## src/rtl/ee3w_pkg.sv

```systemverilog
`timescale 1ns/1ps
package ee3w_pkg;

    // start bit followed by the two opcode bits, sent left to right
    localparam logic [2:0] OPC_READ  = 3'b110;
    localparam logic [2:0] OPC_WRITE = 3'b101;
    localparam logic [2:0] OPC_WREN  = 3'b100;
    localparam int         OPC_W     = 3;

    typedef enum logic [2:0] {
        ST_IDLE,
        ST_LOW,
        ST_HIGH,
        ST_GAP,
        ST_WAIT
    } ee3w_state_e;

    typedef enum logic [1:0] {
        FR_WREN,
        FR_WRITE,
        FR_READ,
        FR_POLL
    } ee3w_frame_e;

    // per-cycle decision of the sequencer
    typedef struct packed {
        logic clr;
        logic ld;
        logic step;
        logic smp;
        logic miss;
        logic fin;
        logic fin_err;
    } ee3w_act_t;

    function automatic logic in_frame(input ee3w_state_e s);
        return (s == ST_LOW) || (s == ST_HIGH) || (s == ST_WAIT);
    endfunction

endpackage

```

## src/rtl/ee3w_tick.sv

```systemverilog
`timescale 1ns/1ps
module ee3w_tick #(
    parameter int DIVW = 8
) (
    input  logic            clk,
    input  logic            rst,
    input  logic            run,
    input  logic [DIVW-1:0] div,
    output logic            tick
);
    logic [DIVW-1:0] cnt;
    logic [DIVW-1:0] lim;

    assign lim  = (div == '0) ? '0 : div - DIVW'(1);
    assign tick = run && (cnt == lim);

    always_ff @(posedge clk) begin
        if (rst || !run || tick) cnt <= '0;
        else                     cnt <= cnt + DIVW'(1);
    end
endmodule

```

## src/rtl/ee3w_shifter.sv

```systemverilog
`timescale 1ns/1ps
module ee3w_shifter #(
    parameter int FW = 25,
    parameter int DW = 16,
    parameter int CW = $clog2(FW + 1)
) (
    input  logic          clk,
    input  logic          rst,
    input  logic          load,
    input  logic [FW-1:0] load_word,
    input  logic [CW-1:0] load_len,
    input  logic          step,
    input  logic          sample,
    input  logic          din,
    output logic          msb,
    output logic [CW-1:0] left,
    output logic [DW-1:0] rx
);
    logic [FW-1:0] tx;

    assign msb = tx[FW-1];

    always_ff @(posedge clk) begin
        if (rst) begin
            tx   <= '0;
            left <= '0;
            rx   <= '0;
        end else if (load) begin
            tx   <= load_word;
            left <= load_len;
        end else if (step) begin
            tx   <= {tx[FW-2:0], 1'b0};
            left <= left - CW'(1);
            if (sample) rx <= {rx[DW-2:0], din};
        end
    end
endmodule

```

## src/rtl/ee3w_pollctl.sv

```systemverilog
`timescale 1ns/1ps
module ee3w_pollctl #(
    parameter int GW = 16,
    parameter int RW = 8
) (
    input  logic          clk,
    input  logic          rst,
    input  logic          clr,
    input  logic          waiting,
    input  logic [GW-1:0] gap,
    input  logic          miss,
    input  logic [RW-1:0] retry_max,
    output logic          wait_done,
    output logic          exhausted
);
    logic [GW-1:0] wcnt;
    logic [GW-1:0] glim;
    logic [RW-1:0] misses;

    assign glim      = (gap == '0) ? '0 : gap - GW'(1);
    assign wait_done = waiting && (wcnt == glim);
    // a zero read now would be the last one allowed
    assign exhausted = ({1'b0, misses} + (RW+1)'(1)) >= {1'b0, retry_max};

    always_ff @(posedge clk) begin
        if (rst || !waiting) wcnt <= '0;
        else                 wcnt <= wcnt + GW'(1);
    end

    always_ff @(posedge clk) begin
        if (rst || clr) misses <= '0;
        else if (miss)  misses <= misses + RW'(1);
    end
endmodule

```

## src/rtl/ee3w_master.sv

```systemverilog
`timescale 1ns/1ps
module ee3w_master
    import ee3w_pkg::*;
#(
    parameter int AW   = 6,
    parameter int DW   = 16,
    parameter int DIVW = 8,
    parameter int GW   = 16,
    parameter int RW   = 8
) (
    input  logic            clk,
    input  logic            rst,
    input  logic            start,
    input  logic            op_write,
    input  logic [AW-1:0]   addr,
    input  logic [DW-1:0]   wdata,
    input  logic [DIVW-1:0] clk_div,
    input  logic [GW-1:0]   poll_gap,
    input  logic [RW-1:0]   retry_max,
    output logic            busy,
    output logic            done,
    output logic            error,
    output logic [DW-1:0]   rdata,
    output logic            ee_cs,
    output logic            ee_sk,
    output logic            ee_di,
    input  logic            ee_do
);
    localparam int FW = OPC_W + AW + DW;
    localparam int CW = $clog2(FW + 1);

    ee3w_state_e st, st_n;
    ee3w_frame_e fr, fr_n;
    ee3w_act_t   act;

    logic [AW-1:0] req_addr;
    logic [DW-1:0] req_data;
    logic [FW-1:0] ld_word;
    logic [CW-1:0] ld_len;
    logic [CW-1:0] left;
    logic          msb;
    logic          tick;
    logic          wait_done;
    logic          exhausted;

    ee3w_tick #(.DIVW(DIVW)) u_tick (
        .clk  (clk),
        .rst  (rst),
        .run  ((st == ST_LOW) || (st == ST_HIGH) || (st == ST_GAP)),
        .div  (clk_div),
        .tick (tick)
    );

    ee3w_shifter #(.FW(FW), .DW(DW), .CW(CW)) u_shift (
        .clk       (clk),
        .rst       (rst),
        .load      (act.ld),
        .load_word (ld_word),
        .load_len  (ld_len),
        .step      (act.step),
        .sample    (act.smp),
        .din       (ee_do),
        .msb       (msb),
        .left      (left),
        .rx        (rdata)
    );

    ee3w_pollctl #(.GW(GW), .RW(RW)) u_poll (
        .clk       (clk),
        .rst       (rst),
        .clr       (act.clr),
        .waiting   (st == ST_WAIT),
        .gap       (poll_gap),
        .miss      (act.miss),
        .retry_max (retry_max),
        .wait_done (wait_done),
        .exhausted (exhausted)
    );

    always_comb begin
        st_n    = st;
        fr_n    = fr;
        act     = '0;
        ld_word = '0;
        ld_len  = '0;
        unique case (st)
            ST_IDLE: begin
                if (start) begin
                    act.clr = 1'b1;
                    act.ld  = 1'b1;
                    st_n    = ST_LOW;
                    if (op_write) begin
                        fr_n    = FR_WREN;
                        ld_word = {OPC_WREN, 2'b11, {(AW-2){1'b0}}, {DW{1'b0}}};
                        ld_len  = CW'(OPC_W + AW);
                    end else begin
                        fr_n    = FR_READ;
                        ld_word = {OPC_READ, addr, {DW{1'b0}}};
                        ld_len  = CW'(FW);
                    end
                end
            end
            ST_LOW: begin
                if (tick) st_n = ST_HIGH;
            end
            ST_HIGH: begin
                if (tick) begin
                    if (fr == FR_POLL) begin
                        if (ee_do) begin
                            act.fin = 1'b1;
                        end else if (exhausted) begin
                            act.fin     = 1'b1;
                            act.fin_err = 1'b1;
                        end else begin
                            act.miss = 1'b1;
                            st_n     = ST_WAIT;
                        end
                    end else begin
                        act.step = 1'b1;
                        act.smp  = (fr == FR_READ) && (left <= CW'(DW));
                        st_n     = ST_LOW;
                        if (left == CW'(1)) begin
                            unique case (fr)
                                FR_WREN: begin
                                    act.ld  = 1'b1;
                                    ld_word = {OPC_WRITE, req_addr, req_data};
                                    ld_len  = CW'(FW);
                                    fr_n    = FR_WRITE;
                                    st_n    = ST_GAP;
                                end
                                FR_WRITE: begin
                                    fr_n = FR_POLL;
                                    st_n = ST_GAP;
                                end
                                default: act.fin = 1'b1;
                            endcase
                        end
                    end
                    if (act.fin) st_n = ST_IDLE;
                end
            end
            ST_GAP: begin
                if (tick) st_n = ST_LOW;
            end
            ST_WAIT: begin
                if (wait_done) st_n = ST_LOW;
            end
            default: st_n = ST_IDLE;
        endcase
    end

    always_ff @(posedge clk) begin
        if (rst) begin
            st       <= ST_IDLE;
            fr       <= FR_READ;
            done     <= 1'b0;
            error    <= 1'b0;
            req_addr <= '0;
            req_data <= '0;
        end else begin
            st    <= st_n;
            fr    <= fr_n;
            done  <= act.fin;
            error <= act.fin && act.fin_err;
            if (st == ST_IDLE && start) begin
                req_addr <= addr;
                req_data <= wdata;
            end
        end
    end

    assign busy  = (st != ST_IDLE);
    assign ee_cs = in_frame(st);
    assign ee_sk = (st == ST_HIGH);
    assign ee_di = ((st == ST_LOW) || (st == ST_HIGH)) && (fr != FR_POLL) && msb;

endmodule

```

## config.mk

```make
export PLATFORM = sky130hd
export DESIGN_NAME = ee3w_master
export DESIGN_NICKNAME = d
export VERILOG_FILES = /design/src/rtl/ee3w_pkg.sv /design/src/rtl/ee3w_tick.sv /design/src/rtl/ee3w_shifter.sv /design/src/rtl/ee3w_pollctl.sv /design/src/rtl/ee3w_master.sv
export SDC_FILE = /design/constraint.sdc
export NUM_CORES = 1
export LEC_CHECK = 0
export BUFFER_PORTS_ARGS = -buffer_cell sky130_fd_sc_hd__clkbuf_2
export CORE_ASPECT_RATIO = 1.5
export CORE_UTILIZATION = 34
export CTS_CLUSTER_DIAMETER = 60
export CTS_CLUSTER_SIZE = 20
export DETAILED_ROUTE_END_ITERATION = 16
export GPL_ROUTABILITY_DRIVEN = 1
export HOLD_SLACK_MARGIN = 0.15
export PLACE_DENSITY = 0.48
export SLEW_MARGIN = 20
export SYNTH_ARGS = -nofsm -noshare
export SYNTH_HDL_FRONTEND = slang
export SYNTH_SLANG_ARGS = --single-unit
```

## constraint.sdc

```tcl
create_clock -name clk -period 4.05 [get_ports clk]
set_input_delay 0.2025 -clock clk [delete_from_list [all_inputs] [get_ports clk]]
set_output_delay 0.2025 -clock clk [all_outputs]
set_load 0.02 [all_outputs]
```

After elaboration in Yosys (flattened, before gate mapping)
Cells that the tools add are included.

operators by class
  add/subtract/negate cells = 7
  order comparisons = 2
  eq/ne operators = 21
  multiplexer cells = 59
  bitwise gates (word level) = 1
  reductions and logical operators = 27

operators by type and width
  operator                                             number
  two-way mux 25 bit                                   7
  case mux 25 bit (2 select lines)                     1
  two-way mux 5 bit                                    9
  two-way mux 3 bit                                    10
  two-way mux 24 bit                                   1
  two-way mux 2 bit                                    9
  adder 16 x 1 -> 16 bit (second input constant)       1
  adder 8 x 1 -> 8 bit (second input constant)         2
  == test 16 bit                                       1
  zero test 16 bit                                     1
  two-way mux 16 bit                                   1
  subtractor 16 x 1 -> 16 bit (second input constant)  1
  case mux 3 bit (5 select lines)                      1
  two-way mux 1 bit                                    14
  case mux 5 bit (2 select lines)                      1
  adder 8 x 1 -> 9 bit (second input constant)         1
  greater-or-equal comparator 9 x 8 -> 1 bit           1
  == test 8 bit                                        1
  zero test 8 bit                                      1
  two-way mux 8 bit                                    1
  != test 2 x 1 -> 1 bit (second input constant)       4
  != test 2 bit (second input constant)                4
  != test 4 x 3 -> 1 bit (second input constant)       2
  case mux 2 bit (2 select lines)                      2
  other kinds (24)                                     40

word-level totals
  register bits = 107
  output and inout bits = 22
  word-level logic and storage cells = 129

Longest topological paths before layout
Gate-level depths: netlist of run 1.

  word-level depth = 11
  gate-level depth with buffers = 11

Cells and area by module
A second synthesis of run 1 with hierarchy kept.

unflattened totals
  cells, all modules = 750
  area total of the unflattened synthesis = 6286.0 µm²

modules (own cells, without submodules)
  module        instances  cells each  area an instance (µm²)  sequential area each (µm²)
  ee3w_shifter  1          211         2023.2                  920.9
  ee3w_pollctl  1          259         2015.7                  480.5
  ee3w_master   1          201         1605.3                  580.6
  ee3w_tick     1          79          641.9                   160.2

Worst setup path after synthesis of run 1
No wires, ideal clock.

  path type = register to register
  start = register u_poll.misses[2]
  end = register u_poll.misses[6]
  library setup time = 0.070 ns
  arrival = 2.727 ns
  data required time = 3.980 ns
  setup slack = 1.252 ns
  cell stages (with the launch flop) = 12
  buffers on the path = 0
  path through = dfxtp_1 and3_1 and3_1 xor2_1 ha_1 and2_1 a22o_1 a311oi_1 o211a_1 nand2_1 or4_1 a21oi_1

on the way
  longest elaborated chain between the ends = 7

ends and longest elaborated chain
  what                                        line                source
  start: declaration                          ee3w_pollctl.sv:18  logic [RW-1:0] misses;
  start signal: assignment                    ee3w_pollctl.sv:32  else if (miss) misses <= misses + RW'(1);
  adder 8 x 1 -> 9 bit                        ee3w_pollctl.sv:23  assign exhausted = ({1'b0, misses} + (RW+1)'(1)) >= {1'b0, retry_max};
  greater-or-equal comparator 9 x 8 -> 1 bit  ee3w_pollctl.sv:23
  two-way mux 1 bit                           ee3w_master.sv:111  end else if (exhausted) begin
  two-way mux 1 bit                           ee3w_master.sv:109  if (ee_do) begin
  two-way mux 1 bit                           ee3w_master.sv:108  if (fr == FR_POLL) begin
  two-way mux 6 bit                           ee3w_master.sv:107  if (tick) begin
  two-way mux 5 bit                           ee3w_master.sv:86   unique case (st)

Parallel ways exist; a longest one is shown, timed or not.
A chain may end at the register's enable or synchronous reset.

Final worst setup path of run 1
  start = register u_poll.misses[0]
  end = register u_poll.misses[7]

Same word-level chain as after synthesis.

==> qor_table.md, run 1 <==
| Parameter | Value | Unit |
| --- | --- | --- |
| Syn avg cell area | 8.54 | sq um |
| Insertion delay to the later sink of the worst-skew pair | 350 | ps |
| Commonest non-fill, non-tap cell in the layout | sky130_fd_sc_hd__dfxtp_1 | - |
| Asr flop ratio synth | 0 | - |
| Full die area | 0.0182 | sq mm |
| Post-Syn Instances | 704 | - |
| Result of the run | completed | - |
| Fraction of power consumed by sequential logic | 0.491 | - |
| Switch Pwr | 609 | uW |
| Final critical path time including I/O delays and setup | 3150 | ps |
| Fraction of power spent switching nets | 0.274 | - |
| Number of violations reported at the end of detailed-routing iteration 0 | 228 | - |
| Standard cell core area | 0.0173 | sq mm |
| CTS root buf | sky130_fd_sc_hd__clkbuf_16 | - |
| Number of enable flip-flop cells after synthesis | 0 | - |
| Worst path max stage delay | 520 | ps |
| Relative slew slack | 0.498 | - |
| Most Frequent Cell on Critical Path | sky130_fd_sc_hd__and3_1 | - |
| Number of hold violations in the final report | 0 | - |
| Number of I/O port buffers | 80 | - |
| Count of maximum capacitance violations | 0 | - |
| Count of standard-cell rows | 59 | - |
| Leakage | 0.00296 | uW |
| Vertical die dimension | 165 | um |
| HP Class | in -> reg | - |
| Post-DRT Antenna Nets | 0 | - |
| Worst-case clock skew | 13.2 | ps |
| I/O pin total | 81 | - |
| Flip-flop cell with the highest count after synthesis | sky130_fd_sc_hd__dfxtp_1 | - |
| Arrival time reported for the critical path endpoint | 3430 | ps |
| HPWL reported at the end of detailed placement | 11,100 | um |
| DR vias | 5,315 | - |
| Warnings from Yosys | 0 | - |
| Overall track demand over capacity in global routing | 0.167 | - |
| Design internal power | 1610 | uW |
| Max-slew violation total from the final report | 0 | - |
| Post-Syn Nets | 779 | - |
| Reg-to-Reg Start | u_poll.misses[0] | - |
| Fraction of power consumed by the clock network | 0.402 | - |
| Setup repair bufs after CTS | 0 | - |
| Antenna cell count | 0 | - |
| TritonCTS clock tree | built | - |
| Top cells by area in the synthesized netlist | sky130_fd_sc_hd__dfxtp_1 (36%), sky130_fd_sc_hd__mux2i_1 (7.3%), sky130_fd_sc_hd__nand2_1 (4.7%) | - |
| Type of the worst setup path | reg -> reg | - |
| Period Utilization, post-route | 0.778 | - |
| Sequential element share of the synthesized area | 0.356 | - |
| Die Width | 111 | um |
| Final net count | 861 | - |
| Fmax | 0.317 | GHz |
| Final weighted congestion of routability-driven global placement | 0.826 | - |
| Clock-pin slew on the worst setup and hold paths | 80 | ps |
| Buf+Inv Stages, Crit Path | 0 | - |
| Critical path endpoint category | register | - |
| Post-synthesis cell type with the largest combined area | sky130_fd_sc_hd__dfxtp_1 | - |
| Startpoint of the tightest hold check path | ee_do | - |
| Number of flip-flops and latches in the synthesized netlist | 107 | - |
| TritonCTS sink count | 107 | - |
| Cell family with the largest share of critical-path delay | simple AND/OR/NAND/NOR gates | - |
| Critical Path Start Type | register | - |
| Measured slew at the worst slew-check pin | 746 | ps |
| Netlist area before placement | 0.00601 | sq mm |
| Total iterations of the first detailed-routing run | 4 | - |
| Worst hold slack | 155 | ps |
| Distinct cells, synth | 74 | - |
| Commonest cells after routing, fill and taps aside | sky130_fd_sc_hd__dfxtp_1 (107), sky130_fd_sc_hd__clkbuf_2 (80), sky130_fd_sc_hd__nand2_1 (76), sky130_fd_sc_hd__nor2_1 (70), sky130_fd_sc_hd__mux2i_1 (44) | - |
| RSZ-0062 raised after global routing | no | - |
| Slowest library cell on the worst path | sky130_fd_sc_hd__or4_1 | - |
| Aggregate global routing overflow | 0 | - |
| Peak ir drop on the vdd network | 195 | uV |
| H-tree depth reported by CTS | 3 | - |
| Global-route wire length before repair | 25,000 | um |
| Routed wire length per instance | 14.8 | um |
| Via count of the first global-routing pass | 5,099 | - |
| Required time at the worst-slack endpoint | 4330 | ps |
| Yosys top cell area share | 0.356 | - |
| Area grow syn2layout | 17.8 | % |
| Pin count of the biggest net entering global routing | 47 | - |
| Critical path cell sequence | and3_1 > and3_1 > xor2_1 > ha_1 > and2_1 > a22o_1 > a311oi_1 > o211a_1 > nand2_1 > or4_1 > a21oi_1 | - |
| Launching element of the worst setup path | u_poll.misses[0] | - |
| Layout cell share with drive strength beyond 1 | 0.157 | - |
| Via density per instance | 5.29 | - |
| DRC violations left | 0 | - |
| Maximum clock path buffer count | 2 | - |
| Combinational group share of total power | 0.107 | - |
| Final WL | 14,800 | um |
| Cts bufs inserted | 9 | - |
| Initial core utilization | 0.346 | - |
| Final count of negative-setup-slack endpoints | 0 | - |
| Antenna violations before repair | 0 | - |
| Setup total negative slack | 0 | ps |
| Pwr per Cell Area | 314 | mW/mm^2 |
| Highest fanout seen on the critical path | 10 | - |
==> repair_timing <==
action | CTS | global route
hold endpoints to repair | 22 | 0
resized for setup | 0 | 0
hold buffers | 22 | 0
==> final timing paths <==
| kind | end | slack (ps) | depth (start not counted) |
|---|---|---|---|
| max reg2reg | u_poll.misses[7] | 900 | 11 |
| max | u_poll.misses[7] | 900 | 11 |
| min reg2reg | u_shift.tx[10] | 460 | 1 |
| min | u_shift.rx[0] | 150 | 3 |
==> final cells by class <==
| class | count | area, sq um |
|---|---|---|
| fillers | 1795 | 10300 |
| well taps | 213 | 267 |
| repair buffers | 107 | 658 |
| clock inverters | 7 | 78.8 |
| inverters | 20 | 75.1 |
| flip-flops and latches | 107 | 2140 |
| multi-input cells | 541 | 3640 |
| clock buffers | 9 | 225 |
==> power by group through the flow <==
| stage | Sequential (uW) | Combinational [uW] | Clock [uW] |
|---|---|---|---|
| floorplan | 1110 | 147 | 0 |
| global placement | 1120 | 219 | 0 |
| detailed placement | 1120 | 222 | 0 |
| CTS | 1090 | 239 | 926 |
| global route | 1100 | 268 | 966 |
| finish | 1090 | 237 | 895 |
==> registers in the layout, summed over array words and instances (netlist names) <==
name	count
done	1
fr	2
u_poll.misses	8
req_data	16
req_addr	6
u_shift.tx	25
u_tick.cnt	8
u_shift.rx	16
u_poll.wcnt	16
st	3
error	1
u_shift.left	5
==> synth_stat cells, types with 15 or more instances <==
cell type / n
sky130_fd_sc_hd__dfxtp_1: 107
sky130_fd_sc_hd__nand2_1: 76
sky130_fd_sc_hd__nor2_1: 71
sky130_fd_sc_hd__mux2i_1: 44
sky130_fd_sc_hd__a21oi_1: 42
sky130_fd_sc_hd__clkbuf_1: 25
sky130_fd_sc_hd__xnor2_1: 25
sky130_fd_sc_hd__nand3_1: 21
sky130_fd_sc_hd__inv_1: 20
sky130_fd_sc_hd__xor2_1: 18
sky130_fd_sc_hd__o21ai_0: 17
sky130_fd_sc_hd__ha_1: 16
sky130_fd_sc_hd__o2bb2ai_1: 15
==> metrics by stage <==
step	power, uW	area, sq um	worst slack, ps	cells	utilization
4_1_cts	2260	7080	872	1004	0.408
2_1_floorplan	1260	6010	1250	704	-
6_report	2220	7080	900	1004	0.408
3_5_place_dp	1340	6560	750	966	0.378
5_1_grt	2330	7080	673	1004	0.408
3_3_place_gp	1340	6560	777	966	0.378
==> logic make-up (layout without fill, tap and decap cells) <==
| logic type | Yosys count | count (layout) | share of synthesized area |
|---|---|---|---|
| XOR/XNOR | 44 | 44 | 0.0664 |
| flip-flops | 107 | 107 | 0.356 |
| adder cells (fa/ha/maj) | 16 | 16 | 0.0333 |
| AND/OR/NAND/NOR | 282 | 282 | 0.248 |
| AO/OA/AOI/OAI | 151 | 151 | 0.177 |
| multiplexers | 48 | 48 | 0.0808 |
| buffers and inverters | 56 | 143 | 0.0391 |
==> metal layers <==
metal | track usage | share of wire | wire length [um] | vias up
met2 | 0.311 | 0.51 | 7570 | 67
li1 | - | - | - | 2714
met1 | 0.198 | 0.45 | 6680 | 2521
met3 | 0.0231 | 0.024 | 351 | 13
met4 | 0.0527 | 0.015 | 217 | 0
met5 | 0 | 0 | 0 | -
==> worst register-to-register path, cell delays in order (launching register included) <==
cell,delay [ps]
sky130_fd_sc_hd__dfxtp_1,400
sky130_fd_sc_hd__and3_1,250
sky130_fd_sc_hd__and3_1,240
sky130_fd_sc_hd__xor2_1,180
sky130_fd_sc_hd__ha_1,260
sky130_fd_sc_hd__and2_1,170
sky130_fd_sc_hd__a22o_1,190
sky130_fd_sc_hd__a311oi_1,260
sky130_fd_sc_hd__o211a_1,250
sky130_fd_sc_hd__nand2_1,200
sky130_fd_sc_hd__or4_1,520
sky130_fd_sc_hd__a21oi_1,150
No activity file was read; power rests on OpenSTA's default activity.
==> inputs of run 2 (changes only) <==
==> constraint.sdc (replaced) <==
create_clock -name clk -period 2.9 [get_ports clk]
set_input_delay 0.145 -clock clk [delete_from_list [all_inputs] [get_ports clk]]
set_output_delay 0.145 -clock clk [all_outputs]
set_load 0.02 [all_outputs]
==> run 2 against run 1 <==
Net effect:
- core utilization is 2.1 points higher
- hold slack gained 52 ps
- global-route usage fell by 0.066 points
- maximum frequency grew 11%
- critical path depth unchanged
- power rose by 44%
- first-iteration DRC count decreased by 35%
- highest routed layer unchanged
- combinational power up 50%
- critical endpoint unchanged
- non-clock buffer count increased by 31
- die area did not move
==> qor_table.md, run 2 (same netlist as run 1, synthesis figures left out) <==
| Parameter | Value | Unit |
| --- | --- | --- |
| Cell depth of the worst flop-to-flop path | 11 | - |
| Number of hold violations in the final report | 0 | - |
| Pin count of the biggest net entering global routing | 36 | - |
| HPWL reported at the end of detailed placement | 11,300 | um |
| Setup slack after layout | 51.0 | ps |
| Worst hold slack | 207 | ps |
| Result of the run | completed | - |
| Aggregate global routing overflow | 0 | - |
| Design internal power | 2360 | uW |
| Initial core utilization | 0.346 | - |
| Fraction of power consumed by the clock network | 0.414 | - |
| Type of the worst setup path | reg -> reg | - |
| Fraction of power spent switching nets | 0.265 | - |
| Pre-CTS WS | -198 | ps |
| Via count of the first global-routing pass | 5,220 | - |
| Worst hold endpoint | st[0] | - |
| Worst-case register-to-register setup slack | 50 | ps |
| Switch Pwr | 849 | uW |
| Leakage | 0.00315 | uW |
| Peak ir drop on the vdd network | 258 | uV |
| Register bank with the most flops | u_shift.tx | - |
| Startpoint of the tightest hold check path | start | - |
| Required time at the worst-slack endpoint | 3180 | ps |
| Max-slew violation total from the final report | 0 | - |
| Number of violations reported at the end of detailed-routing iteration 0 | 149 | - |
| DR vias | 5,398 | - |
| I/O pin total | 81 | - |
| Global-route wire length before repair | 24,700 | um |
| Worst-case clock skew | 7.95 | ps |
| Count of standard-cell rows | 59 | - |
| H-tree depth reported by CTS | 3 | - |
| Flip-flop count of the largest register after layout | 25 | - |
| Total iterations of the first detailed-routing run | 4 | - |
| Antenna violations before repair | 0 | - |
| Full die area | 0.0182 | sq mm |
| Final WL | 15,200 | um |
| DRC violations left | 0 | - |
| Vertical die dimension | 165 | um |
| RSZ-0062 raised after global routing | yes | - |
| Final weighted congestion of routability-driven global placement | 0.817 | - |
| Post-DRT Antenna Nets | 0 | - |
| Final critical path time including I/O delays and setup | 2850 | ps |
| Final count of negative-setup-slack endpoints | 0 | - |
| Count of maximum capacitance violations | 0 | - |
| Reg-to-Reg Start | u_poll.misses[0] | - |
| Commonest non-fill, non-tap cell in the layout | sky130_fd_sc_hd__dfxtp_1 | - |
| Antenna cell count | 0 | - |
| Arrival time reported for the critical path endpoint | 3130 | ps |
| Insertion delay to the later sink of the worst-skew pair | 350 | ps |
| Standard cell core area | 0.0173 | sq mm |
| Period Utilization, post-route | 0.982 | - |
| Relative slew slack | 0.584 | - |
| End of the worst register-to-register path | u_poll.misses[7] | - |
| Layout cell share with drive strength beyond 1 | 0.204 | - |
| Die Width | 111 | um |
| Pwr per Cell Area | 431 | mW/mm^2 |
| Commonest cells after routing, fill and taps aside | sky130_fd_sc_hd__dfxtp_1 (104), sky130_fd_sc_hd__clkbuf_2 (80), sky130_fd_sc_hd__nand2_1 (75), sky130_fd_sc_hd__nor2_1 (70), sky130_fd_sc_hd__mux2i_1 (44) | - |
| Fraction of power consumed by sequential logic | 0.475 | - |
| CTS root buf | sky130_fd_sc_hd__clkbuf_16 | - |
| Combinational group share of total power | 0.111 | - |
| HP Class | in -> reg | - |
| Maximum clock path buffer count | 2 | - |
| Clock-pin slew on the worst setup and hold paths | 80 | ps |
| Via density per instance | 5.22 | - |
| Critical path endpoint category | register | - |
| Overall track demand over capacity in global routing | 0.167 | - |
| Highest fanout seen on the critical path | 7 | - |
| Routed wire length per instance | 14.7 | um |
| Number of I/O port buffers | 80 | - |
| Hold Path Depth | 5 | - |
| Critical Path Start Type | register | - |
| Cts bufs inserted | 9 | - |
| Final net count | 892 | - |
| TritonCTS sink count | 107 | - |
| Area grow syn2layout | 24.0 | % |
| Measured slew at the worst slew-check pin | 624 | ps |
| Fmax | 0.351 | GHz |
| Setup total negative slack | 0 | ps |
| TritonCTS clock tree | built | - |
-- run 2: worst max path at each step --
stage	startpoint	endpoint	slack [ps]
2_1_floorplan	u_poll.misses[2]	u_poll.misses[6]	100
3_3_place_gp	u_poll.misses[0]	u_poll.misses[6]	-80
3_5_place_dp	u_poll.misses[0]	u_poll.misses[7]	-200
4_1_cts	u_poll.misses[0]	u_poll.misses[7]	20
5_1_grt	u_poll.misses[0]	u_poll.misses[7]	-80
6_report	u_poll.misses[0]	u_poll.misses[7]	50
-- run 2: through the flow --
| stage | power (uW) | std cells | area, sq um | util |
|---|---|---|---|---|
| floorplan | 1750 | 704 | 6010 | - |
| global placement | 1880 | 991 | 6800 | 0.392 |
| detailed placement | 1890 | 991 | 6800 | 0.392 |
| CTS | 3240 | 1031 | 7380 | 0.425 |
| global route | 3350 | 1035 | 7450 | 0.430 |
| finish | 3210 | 1035 | 7450 | 0.430 |
-- run 2: worst max-delay path: stages, from the launching register on --
cell and delay (ps):
sky130_fd_sc_hd__dfxtp_2 340, sky130_fd_sc_hd__and3_4 170, sky130_fd_sc_hd__and3_4 190, sky130_fd_sc_hd__xor2_2 140, sky130_fd_sc_hd__ha_1 310, sky130_fd_sc_hd__and2_4 150
sky130_fd_sc_hd__a22o_1 200, sky130_fd_sc_hd__a311oi_2 280, sky130_fd_sc_hd__o211a_1 270, sky130_fd_sc_hd__nand2_4 90, sky130_fd_sc_hd__or4_4 520, sky130_fd_sc_hd__a21oi_2 120
-- run 2: repair_timing --
item | 4_1_cts | 5_1_grt
endpoints found under the setup margin | 9 | 5
gates resized for setup | 4 | 12
buffers inserted | 0 | 4
pin swaps | 2 | 11
hold buffers | 24 | 0
hold endpoints to repair | 24 | 0
-- run 2: per-layer routing --
metal,share of wire,vias up,wire length [um],global-route usage
met3,0.024,18,370,0.0176
met4,0.020,0,306,0.0642
met1,0.43,2514,6580,0.187
met2,0.52,90,7930,0.321
met5,0,-,0,0
li1,-,2776,-,-
-- run 2: final cells by class --
class                      count  area (sq um)
inverter                      20          75.1
clock inverter                 7           103
sequential                   107          2150
fill                        1732          9890
tap                          213           267
clock buffer                   9           225
timing repair buffer         138           946
multi-input combinational    541          3690
-- run 2: power by group through the flow --
| stage | Sequential, uW | Clock (uW) | Combinational [uW] |
|---|---|---|---|
| floorplan | 1550 | 0 | 205 |
| CTS | 1520 | 1370 | 354 |
| finish | 1520 | 1330 | 355 |
| global placement | 1560 | 0 | 321 |
| detailed placement | 1560 | 0 | 327 |
| global route | 1530 | 1420 | 395 |
